[config.mk]
export PLATFORM = sky130hd
export DESIGN_NAME = erase_seq
export DESIGN_NICKNAME = d
export VERILOG_FILES = /design/src/rtl/erase_pkg.sv /design/src/rtl/ers_regs.sv /design/src/rtl/ers_ctrl.sv /design/src/rtl/ers_target.sv /design/src/rtl/ers_stream.sv /design/src/rtl/erase_seq.sv
export SDC_FILE = /design/constraint.sdc
export NUM_CORES = 1
export LEC_CHECK = 0
export ABC_CLOCK_PERIOD_IN_PS = 2300
export BUFFER_PORTS_ARGS = -buffer_cell sky130_fd_sc_hd__buf_2
export CAP_MARGIN = 5
export CORE_MARGIN = 2
export CORE_UTILIZATION = 50
export CTS_BUF_LIST = sky130_fd_sc_hd__clkbuf_16
export DETAILED_ROUTE_END_ITERATION = 7
export PLACE_DENSITY_LB_ADDON = 0.25
export SLEW_MARGIN = 15
export SYNTH_ARGS = -nofsm -noshare
export SYNTH_HDL_FRONTEND = slang
export SYNTH_SLANG_ARGS = --single-unit
[constraint.sdc]
create_clock -name clk -period 2.3 [get_ports clk]
set_input_delay 0.345 -clock clk [delete_from_list [all_inputs] [get_ports clk]]
set_output_delay 0.345 -clock clk [all_outputs]
set_load 0.01 [all_outputs]
[src/rtl/erase_pkg.sv]
package erase_pkg;
  typedef enum logic [2:0] {
    ST_IDLE = 3'd0,
    ST_SEL  = 3'd1,
    ST_ARM  = 3'd2,
    ST_RUN  = 3'd3,
    ST_DONE = 3'd4
  } ers_state_e;
endpackage

[src/rtl/ers_regs.sv]
module ers_regs #(
  parameter int NBITS = 8
) (
  input  logic             clk,
  input  logic             rst_n,
  input  logic             wr_ok,
  input  logic             sel_we,
  input  logic [NBITS-1:0] sel_data,
  input  logic             lock_we,
  input  logic [NBITS-1:0] lock_data,
  output logic [NBITS-1:0] sel_q,
  output logic [NBITS-1:0] lock_q
);
  // Masks are frozen while a walk is in flight.
  always_ff @(posedge clk or negedge rst_n) begin
    if (!rst_n) begin
      sel_q  <= '0;
      lock_q <= '0;
    end else if (wr_ok) begin
      if (sel_we)  sel_q  <= sel_data;
      if (lock_we) lock_q <= lock_data;
    end
  end
endmodule

[src/rtl/ers_ctrl.sv]
module ers_ctrl
  import erase_pkg::*;
(
  input  logic       clk,
  input  logic       rst_n,
  input  logic       mode_we,
  input  logic       mode_ers,
  input  logic       mode_start,
  input  logic       ilk_we,
  input  logic       ilk_shadow,
  input  logic       cand_empty,
  input  logic       run_last,
  output ers_state_e state,
  output logic       shadow_q,
  output logic       load,
  output logic       done,
  output logic       good
);
  ers_state_e nxt;
  logic       good_nxt;
  logic       stop_req;

  assign stop_req = mode_we && (!mode_ers || !mode_start);
  assign load     = (state == ST_ARM) && mode_we && mode_ers && mode_start;

  always_comb begin
    nxt      = state;
    good_nxt = good;
    unique case (state)
      ST_IDLE: if (mode_we && mode_ers) nxt = ST_SEL;
      ST_SEL: begin
        if (mode_we && !mode_ers) nxt = ST_IDLE;
        else if (ilk_we)          nxt = ST_ARM;
      end
      ST_ARM: begin
        if (mode_we && !mode_ers) nxt = ST_IDLE;
        else if (load) begin
          if (cand_empty) begin
            nxt      = ST_DONE;
            good_nxt = 1'b1;
          end else begin
            nxt      = ST_RUN;
            good_nxt = 1'b0;
          end
        end
      end
      ST_RUN: begin
        if (stop_req) begin
          nxt      = ST_DONE;
          good_nxt = 1'b0;
        end else if (run_last) begin
          nxt      = ST_DONE;
          good_nxt = 1'b1;
        end
      end
      ST_DONE: begin
        if (mode_we && !mode_ers)        nxt = ST_IDLE;
        else if (mode_we && !mode_start) nxt = ST_SEL;
      end
      default: nxt = ST_IDLE;
    endcase
  end

  always_ff @(posedge clk or negedge rst_n) begin
    if (!rst_n) begin
      state    <= ST_IDLE;
      good     <= 1'b0;
      shadow_q <= 1'b0;
    end else begin
      state <= nxt;
      good  <= good_nxt;
      if (state == ST_SEL && ilk_we && !(mode_we && !mode_ers))
        shadow_q <= ilk_shadow;
    end
  end

  assign done = (state == ST_DONE);
endmodule

[src/rtl/ers_target.sv]
module ers_target #(
  parameter int NB    = 8,
  parameter int IDX_W = 4
) (
  input  logic             clk,
  input  logic             rst_n,
  input  logic [NB:0]      sel_q,
  input  logic [NB:0]      lock_q,
  input  logic             shadow_q,
  input  logic             load,
  input  logic             blk_done,
  output logic             cand_empty,
  output logic             mask_any,
  output logic             rest_empty,
  output logic [IDX_W-1:0] pick
);
  // Mask bit i < NB: ordinary block i; bit NB: shadow block.
  // The test block has no bit here, so it can never be chosen.
  logic [NB:0] cand;
  logic [NB:0] mask_q;
  logic [NB:0] pick_oh;

  for (genvar i = 0; i < NB; i++) begin : g_norm
    assign cand[i] = !shadow_q && sel_q[i] && !lock_q[i];
  end
  assign cand[NB] = shadow_q && !lock_q[NB];

  assign cand_empty = (cand == '0);
  assign mask_any   = (mask_q != '0);

  // Lowest set bit wins.
  always_comb begin
    pick    = '0;
    pick_oh = '0;
    for (int i = NB; i >= 0; i--) begin
      if (mask_q[i]) begin
        pick    = IDX_W'(i);
        pick_oh = (NB+1)'(1) << i;
      end
    end
  end

  assign rest_empty = ((mask_q & ~pick_oh) == '0);

  always_ff @(posedge clk or negedge rst_n) begin
    if (!rst_n)        mask_q <= '0;
    else if (load)     mask_q <= cand;
    else if (blk_done) mask_q <= mask_q & ~pick_oh;
  end
endmodule

[src/rtl/ers_stream.sv]
module ers_stream #(
  parameter int WPB    = 4,
  parameter int WORD_W = 2,
  parameter int IDX_W  = 4,
  parameter int DATA_W = 32
) (
  input  logic              clk,
  input  logic              rst_n,
  input  logic              run,
  input  logic              halt,
  input  logic              load,
  input  logic              mask_any,
  input  logic [IDX_W-1:0]  pick,
  input  logic              ready,
  output logic              valid,
  output logic [IDX_W-1:0]  blk,
  output logic [WORD_W-1:0] word,
  output logic [DATA_W-1:0] data,
  output logic              blk_done
);
  localparam logic [WORD_W-1:0] LAST_WORD = WORD_W'(WPB - 1);

  logic [WORD_W-1:0] word_q;
  logic              beat;

  assign valid    = run && mask_any;
  assign blk      = pick;
  assign word     = word_q;
  assign data     = '1;
  assign beat     = valid && ready && !halt;
  assign blk_done = beat && (word_q == LAST_WORD);

  always_ff @(posedge clk or negedge rst_n) begin
    if (!rst_n)        word_q <= '0;
    else if (load)     word_q <= '0;
    else if (blk_done) word_q <= '0;
    else if (beat)     word_q <= word_q + 1'b1;
  end
endmodule

[src/rtl/erase_seq.sv]
module erase_seq
  import erase_pkg::*;
#(
  parameter int N_LOW         = 2,
  parameter int N_MID         = 2,
  parameter int N_HIGH        = 4,
  parameter int WORDS_PER_BLK = 4,
  parameter int DATA_W        = 32,
  localparam int NB     = N_LOW + N_MID + N_HIGH,
  localparam int IDX_W  = $clog2(NB + 2),
  localparam int WORD_W = (WORDS_PER_BLK > 1) ? $clog2(WORDS_PER_BLK) : 1
) (
  input  logic              clk,
  input  logic              rst_n,
  input  logic              mode_we,
  input  logic              mode_ers,
  input  logic              mode_start,
  input  logic              sel_we,
  input  logic [NB:0]       sel_data,
  input  logic              lock_we,
  input  logic [NB:0]       lock_data,
  input  logic              ilk_we,
  input  logic              ilk_shadow,
  output logic              done,
  output logic              good,
  output logic              ers_valid,
  input  logic              ers_ready,
  output logic [IDX_W-1:0]  ers_blk,
  output logic [WORD_W-1:0] ers_word,
  output logic [DATA_W-1:0] ers_data
);
  ers_state_e       state;
  logic             shadow_q;
  logic             load;
  logic             running;
  logic             halt;
  logic [NB:0]      sel_q;
  logic [NB:0]      lock_q;
  logic             cand_empty;
  logic             mask_any;
  logic             rest_empty;
  logic [IDX_W-1:0] pick;
  logic             blk_done;
  logic             run_last;

  assign running  = (state == ST_RUN);
  assign halt     = mode_we && (!mode_ers || !mode_start);
  assign run_last = blk_done && rest_empty;

  ers_regs #(.NBITS(NB + 1)) u_regs (
    .clk(clk), .rst_n(rst_n), .wr_ok(!running),
    .sel_we(sel_we), .sel_data(sel_data),
    .lock_we(lock_we), .lock_data(lock_data),
    .sel_q(sel_q), .lock_q(lock_q)
  );

  ers_ctrl u_ctrl (
    .clk(clk), .rst_n(rst_n),
    .mode_we(mode_we), .mode_ers(mode_ers), .mode_start(mode_start),
    .ilk_we(ilk_we), .ilk_shadow(ilk_shadow),
    .cand_empty(cand_empty), .run_last(run_last),
    .state(state), .shadow_q(shadow_q), .load(load),
    .done(done), .good(good)
  );

  ers_target #(.NB(NB), .IDX_W(IDX_W)) u_target (
    .clk(clk), .rst_n(rst_n),
    .sel_q(sel_q), .lock_q(lock_q), .shadow_q(shadow_q),
    .load(load), .blk_done(blk_done),
    .cand_empty(cand_empty), .mask_any(mask_any),
    .rest_empty(rest_empty), .pick(pick)
  );

  ers_stream #(
    .WPB(WORDS_PER_BLK), .WORD_W(WORD_W), .IDX_W(IDX_W), .DATA_W(DATA_W)
  ) u_stream (
    .clk(clk), .rst_n(rst_n),
    .run(running), .halt(halt), .load(load),
    .mask_any(mask_any), .pick(pick), .ready(ers_ready),
    .valid(ers_valid), .blk(ers_blk), .word(ers_word), .data(ers_data),
    .blk_done(blk_done)
  );
endmodule

==> results of run 1 <==
==> cell families (layout without fill, tap and decap cells) <==
family | count (synthesis) | in the layout
mux | 20 | 20
fa+ha+maj | 2 | 2
compound gates | 38 | 38
flops | 33 | 33
buf+inv | 46 | 61
other cells | 1 | 32
simple gates | 61 | 61
==> synth_stat cells (all sizes together) (2+ instances only) <==
master	number
a21oi	3
or3	3
mux2	18
a31oi	2
mux2i	2
and3	2
nor4b	2
o21a	3
buf	37
nor4	3
nand4	5
a2111oi	2
or4	3
nand3	2
nand2	8
o41ai	2
o21ai	4
nor3	5
nand2b	10
clkbuf	4
o31ai	7
nor2	13
o311ai	3
dfrtp	33
o211ai	2
nor2b	2
inv	5
o22ai	2
==> layout make-up <==
| type | instances | area (um2) |
|---|---|---|
| sequential | 33 | 828 |
| multi-input combinational | 153 | 1020 |
| tap | 50 | 62.6 |
| clock buffer | 5 | 125 |
| timing repair buffer | 48 | 273 |
| clock inverter | 3 | 17.5 |
| fill | 390 | 1620 |
| inverter | 5 | 18.8 |
==> what timing repair did <==
item                                    4_1_cts  5_1_grt
resized for setup                             1        1
endpoints found under the hold margin         0        0
buffers inserted                              1        5
endpoints found under the setup margin        1        1
pin swaps                                     1        2
cloned                                        0        0
==> worst reg2reg max path, stage by stage, from the launching register on <==
cell and delay (ns):
dfrtp_2 0.42, or4_4 0.54, or3_4 0.40, buf_4 0.15
nand4_2 0.10, o21ai_2 0.10, a22o_1 0.19
==> flip-flops by register name (all words and copies together) (netlist names) <==
| name | count |
|---|---|
| u_ctrl.good | 1 |
| u_stream.word | 2 |
| u_regs.sel_q | 8 |
| u_ctrl.state | 3 |
| u_target.mask_q | 9 |
| u_regs.lock_q | 9 |
| u_ctrl.shadow_q | 1 |
==> power by group <==
part / internal (mW) / switching, mW
clock network: 0.396 / 0.242
registers: 0.842 / 0.221
logic: 0.918 / 0.915
==> worst min-delay path by stage <==
stage	to	slack (ns)	startpoint
after global placement	u_ctrl.state[1]	0.44	rst_n
after CTS	u_regs.lock_q[2]	0.14	rst_n
after detailed placement	u_ctrl.state[1]	0.44	rst_n
final	u_ctrl.state[1]	0.12	rst_n
after floorplan	u_ctrl.good	0.05	rst_n
after global routing	u_regs.lock_q[2]	0.18	rst_n
==> metrics by stage <==
stage	total power, mW	util	instances
global route	3.81	0.591	297
detailed placement	2.75	0.543	283
floorplan	2.37	-	232
CTS	3.42	0.582	292
global placement	2.72	0.543	283
finish	3.53	0.591	297
==> layer usage <==
layer / share of wire / up-vias
met4: 0.018 / 0
met5: 0 / -
met1: 0.47 / 717
met2: 0.44 / 56
li1: - / 763
met3: 0.067 / 5
==> metrics.md, run 1 <==
| Metric | Value |
|---|---|
| Design area | 0.00235 mm2 |
| Status | completed |
| GRT overflow | 0 |
| GR Layer Usage met2 | 0.268 |
| Netlist Area Pre-Place | 0.00204 mm2 |
| Ys async rst share | 1.00 |
| Most common cell after layout, fill and taps aside | buf_2 |
| Final Cycle Share | 0.980 |
| Die Y | 67.9 um |
| Adder-cell share of the synthesized area | 0.0110 |
| CP max stage cell | or4_4 |
| 1st-iter DRT viols | 79 |
| Max Clock Skew | 0.00355 ns |
| Flops & latches, synth | 33 |
| Vias in the first global route | 1331 |
| Hpwl dp | 2.76 mm |
| Synth Area in Simple Gates | 0.177 |
| Largest delay share family, worst path | simple AND/OR/NAND/NOR gates |
| Crit path to | ers_valid |
| Pre-CTS setup slack | 0.224 ns |
| Worst-Skew Late Latency | 0.28 ns |
| Die footprint | 0.00462 mm2 |
| Largest area contributor in the netlist | dfrtp_1 |
| Layout cells sized above 1 | 0.348 |
| Worst hold path type | in -> async |
| CTS Buffer Depth | 2 |
| Sequential area share after synthesis | 0.404 |
| Worst-path clk slew | 0.05 ns |
| Critical Path Stages | 4 |
| Gpl congestion | 0.798 |
| Cell Rows | 23 |
| Max incr delay on CP | 0.54 ns |
| Origin of the critical flop-to-flop path | u_target.mask_q[6] |
| DR DRC count | 0 |
| Worst-case reg-to-reg path depth | 6 |
| Minimum clock period | 2.25 ns |
| Worst-path fanout max | 4 |
| Post-route ant nets | 0 |
| RSZ-0062 raised after global routing | false |
| Peak VDD IR | 0.857 mV |
| Htree depth | 2 |
| Ant. Diodes | 0 |
| Clock Sinks | 33 |
| Largest net degree at the start of global routing | 34 |
| DR vias | 1541 |
| DR vias/cell | 5.19 |
| Initial antenna violation count | 0 |
| GRT busiest layer | met2 |
| Post-route setup slack | 0.0455 ns |
| Commonest cells after routing, fill and taps aside | buf_2 (35), conb_1 (32), dfrtp_1 (31) |
| Post-Route WL | 3.83 mm |
| Per-cell routed wire length | 12.9 um |
| Synth unique cells | 53 |
| Placed cell areas | 0.00216 mm2 |
| CTS Root Cell | clkbuf_16 |
| Crit. End Element | primary output |
| Synth Area in Compound Gates | 0.144 |
| Io pins | 69 |
| Largest family of logic cells by synthesized area | simple AND/OR/NAND/NOR gates |
| Setup crit start | u_target.mask_q[6] |
| Slew Limit Headroom | 0.519 |
| CTS tree | yes |
| Synth Flop Type | dfrtp_1 |
| Hold_buf cts | 0 |
| WS Path Type | reg -> out |
| Top post-synthesis cells by area | dfrtp_1 (40%), buf_4 (12%), mux2_2 (9.9%), nand2b_1 (3.1%), o31ai_1 (2.6%) |
| Multiplexer area fraction after synthesis | 0.109 |
| PD cells | 1500 mW/mm2 |
| Lkg Pwr | 1.11 nW |
| R2R Setup Slk | 0.30 ns |
| Slew Viols, Final | 0 |
| Final setup fails | 0 |
| Max Cap Viol | 0 |
| Area Overhead vs Synth | 14.9% |
| EDFF count, synth | 0 |
| Met1 usage | 0.249 |
| Critical-path cell list | or4_4, or3_4, nor2b_1, buf_2 |
| GRT Util Overall | 0.182 |
| Synth top area share | 0.404 |
| TritonRoute pass-1 iters | 4 |
| Critical Path AT | 1.91 ns |
| R2R Path End | u_ctrl.state[2] |
| Final Hold Vio Count | 0 |
| Starting density of the core | 0.515 |
| Post-Route Setup TNS | 0 ns |
| Startpoint Class | register |
| Num CTS Buffers | 5 |
| Worst-Margin Slew | 0.721 ns |
| Global-route wire length before repair | 6.13 mm |
| Met3 usage | 0.0493 |
| Final nets | 275 |
| Syn. warnings | 0 |
| Hold WS | 0.120 ns |
| Fmax | 0.444 GHz |
| IO buf count | 35 |
| Post-synthesis xor/xnor area fraction | 0 |
| Die width | 67.9 um |
| Synthesized area per cell | 10.2 um2 |
| Syn Inst Count | 201 |
| Crit path buffers/inverters | 1 |
| Core box area | 0.00397 mm2 |
| Worst EP required | 1.96 ns |
No activity file was read; power rests on OpenSTA's default activity.
==> run 2: changes to the inputs <==
Settings changed: CORE_UTILIZATION 50 to 52, CTS_BUF_LIST sky130_fd_sc_hd__clkbuf_16 to sky130_fd_sc_hd__clkbuf_4 sky130_fd_sc_hd__clkbuf_8.
==> run 2 against run 1 <==
Worst setup slack gained 0.021 ns. Design area shrank 2.1%. Register-to-register slack about the same. Non-clock buffer count down 1. Clock-buffer cell count up 2. Global-route usage is 0.78 points lower. Total power fell by 7.2%. First-iteration DRC count shrank 19%. Die area fell by 3.6%. Hold slack is essentially flat. Final cell count shrank 1.0%. Fmax up 0.92%. Critical endpoint unchanged. Highest routed layer unchanged.
==> metrics.md, run 2 (same netlist as run 1, synthesis figures left out) <==
| Metric | Value |
|---|---|
| Layout cells sized above 1 | 0.350 |
| Final Cycle Share | 0.971 |
| Minimum clock period | 2.23 ns |
| Worst hold path type | in -> async |
| Vias in the first global route | 1327 |
| Design area | 0.00230 mm2 |
| Max Cap Viol | 0 |
| Gpl congestion | 0.786 |
| Critical Path AT | 1.89 ns |
| GRT overflow | 0 |
| Comb power frac | 0.534 |
| Hpwl dp | 2.75 mm |
| WS Path Type | reg -> out |
| CTS Root Cell | clkbuf_8 |
| Fmax | 0.448 GHz |
| Max Clock Skew | 0.00852 ns |
| Ant. Diodes | 0 |
| Psw | 1.29 mW |
| Max incr delay on CP | 0.53 ns |
| IO buf count | 35 |
| Placed cell areas | 0.00216 mm2 |
| Most common cell after layout, fill and taps aside | buf_2 |
| CP max stage cell | or4_4 |
| DR vias | 1528 |
| Die width | 66.7 um |
| Commonest cells after routing, fill and taps aside | buf_2 (35), conb_1 (32), dfrtp_1 (30) |
| Crit. End Element | primary output |
| Die Y | 66.7 um |
| Global-route wire length before repair | 5.84 mm |
| TritonRoute pass-1 iters | 4 |
| GRT Util Overall | 0.174 |
| Final nets | 274 |
| Slew Viols, Final | 0 |
| Clock Sinks | 33 |
| Sequential Power Share | 0.324 |
| Switching portion of total power | 0.394 |
| Final Hold Vio Count | 0 |
| CTS tree | yes |
| Worst-path clk slew | 0.06 ns |
| Largest net degree at the start of global routing | 34 |
| Peak VDD IR | 0.609 mV |
| Clk pwr share | 0.141 |
| Worst-Margin Slew | 0.705 ns |
| Startpoint Class | register |
| Post-Route WL | 3.61 mm |
| Worst-Skew Late Latency | 0.28 ns |
| Initial antenna violation count | 0 |
| Hold WS | 0.120 ns |
| Num CTS Buffers | 5 |
| 1st-iter DRT viols | 64 |
| Per-cell routed wire length | 12.3 um |
| Worst EP required | 1.96 ns |
| Critical-path cell list | or4_4, or3_4, nor2b_1, buf_2 |
| Area Overhead vs Synth | 12.4% |
| Slew Limit Headroom | 0.530 |
| DR DRC count | 0 |
| CTS Buffer Depth | 2 |
| Largest delay share family, worst path | simple AND/OR/NAND/NOR gates |
| Status | completed |
| Hold_buf cts | 0 |
| PD cells | 1430 mW/mm2 |
| Starting density of the core | 0.550 |
| Die footprint | 0.00445 mm2 |
| Core box area | 0.00372 mm2 |
| Post-route ant nets | 0 |
| Worst-path fanout max | 4 |
| Cell Rows | 22 |
| Htree depth | 2 |
| Power Internal | 1.99 mW |
| Final setup fails | 0 |
| Lkg Pwr | 1.08 nW |
| Biggest registers after layout | u_regs.lock_q: 9 flops, u_target.mask_q: 9 flops, u_regs.sel_q: 8 flops |
| DR vias/cell | 5.20 |
| Crit path buffers/inverters | 1 |
| Io pins | 69 |
[run 2: stage by stage]
| step | setup slack, ns | utilization | total power [mW] | std cells | setup TNS (ns) |
|---|---|---|---|---|---|
| floorplan | 0.406 | - | 2.37 | 232 | 0 |
| global placement | 0.265 | 0.580 | 2.71 | 281 | 0 |
| detailed placement | 0.250 | 0.580 | 2.75 | 281 | 0 |
| CTS | 0.0107 | 0.610 | 3.24 | 290 | 0 |
| global route | -0.000547 | 0.619 | 3.58 | 294 | -0.000547 |
| finish | 0.0660 | 0.619 | 3.28 | 294 | 0 |
[run 2: timing repair]
item,4_1_cts,5_1_grt
gates resized for setup,1,2
pin swaps,1,2
buffers inserted,1,4
endpoints found under the setup margin,1,1
[run 2: path summary, 6_finish.rpt]
kind	start	to	cells after the start	slack, ns
max	u_target.mask_q[6]	ers_valid	4	0.07
min	rst_n	u_regs.lock_q[6]	1	0.12
max reg2reg	u_target.mask_q[1]	u_ctrl.state[1]	6	0.30
min reg2reg	u_regs.lock_q[4]	u_regs.lock_q[4]	1	0.50
max in group asynchronous	rst_n	u_target.mask_q[6]	1	1.68
min in group clk	sel_data[1]	u_regs.sel_q[1]	2	0.30
[run 2: worst register-to-register path: cells and delay by family, from the launching register on]
| kind | cells | cell delay [ns] |
|---|---|---|
| compound gates | 4 | 0.74 |
| buf+inv | 1 | 0.16 |
| flops | 1 | 0.38 |
| simple gates | 1 | 0.58 |
[run 2: power groups by stage]
| stage | sequential (mW) | clock [mW] | combinational, mW |
|---|---|---|---|
| after floorplan | 0.985 | 0 | 1.39 |
| after global placement | 1.09 | 0 | 1.62 |
| after detailed placement | 1.09 | 0 | 1.66 |
| after CTS | 1.08 | 0.481 | 1.68 |
| after global routing | 1.10 | 0.502 | 1.98 |
| final | 1.06 | 0.464 | 1.75 |
[run 2: area by class of cell]
class	instances	area (um2)
clock buffer	7	96.3
clock inverter	1	5.00
multi-input combinational	153	1020
timing repair buffer	47	265
tap	48	60.1
inverter	5	18.8
fill	337	1420
sequential	33	830
[run 2: metal layers]
layer | share of wire | wire length, um | global-route usage | vias up
li1 | - | - | - | 754
met1 | 0.46 | 1660 | 0.238 | 717
met2 | 0.47 | 1680 | 0.269 | 53
met3 | 0.063 | 226 | 0.0422 | 4
met4 | 0.011 | 40 | 0.0612 | 0
met5 | 0 | 0 | 0 | -
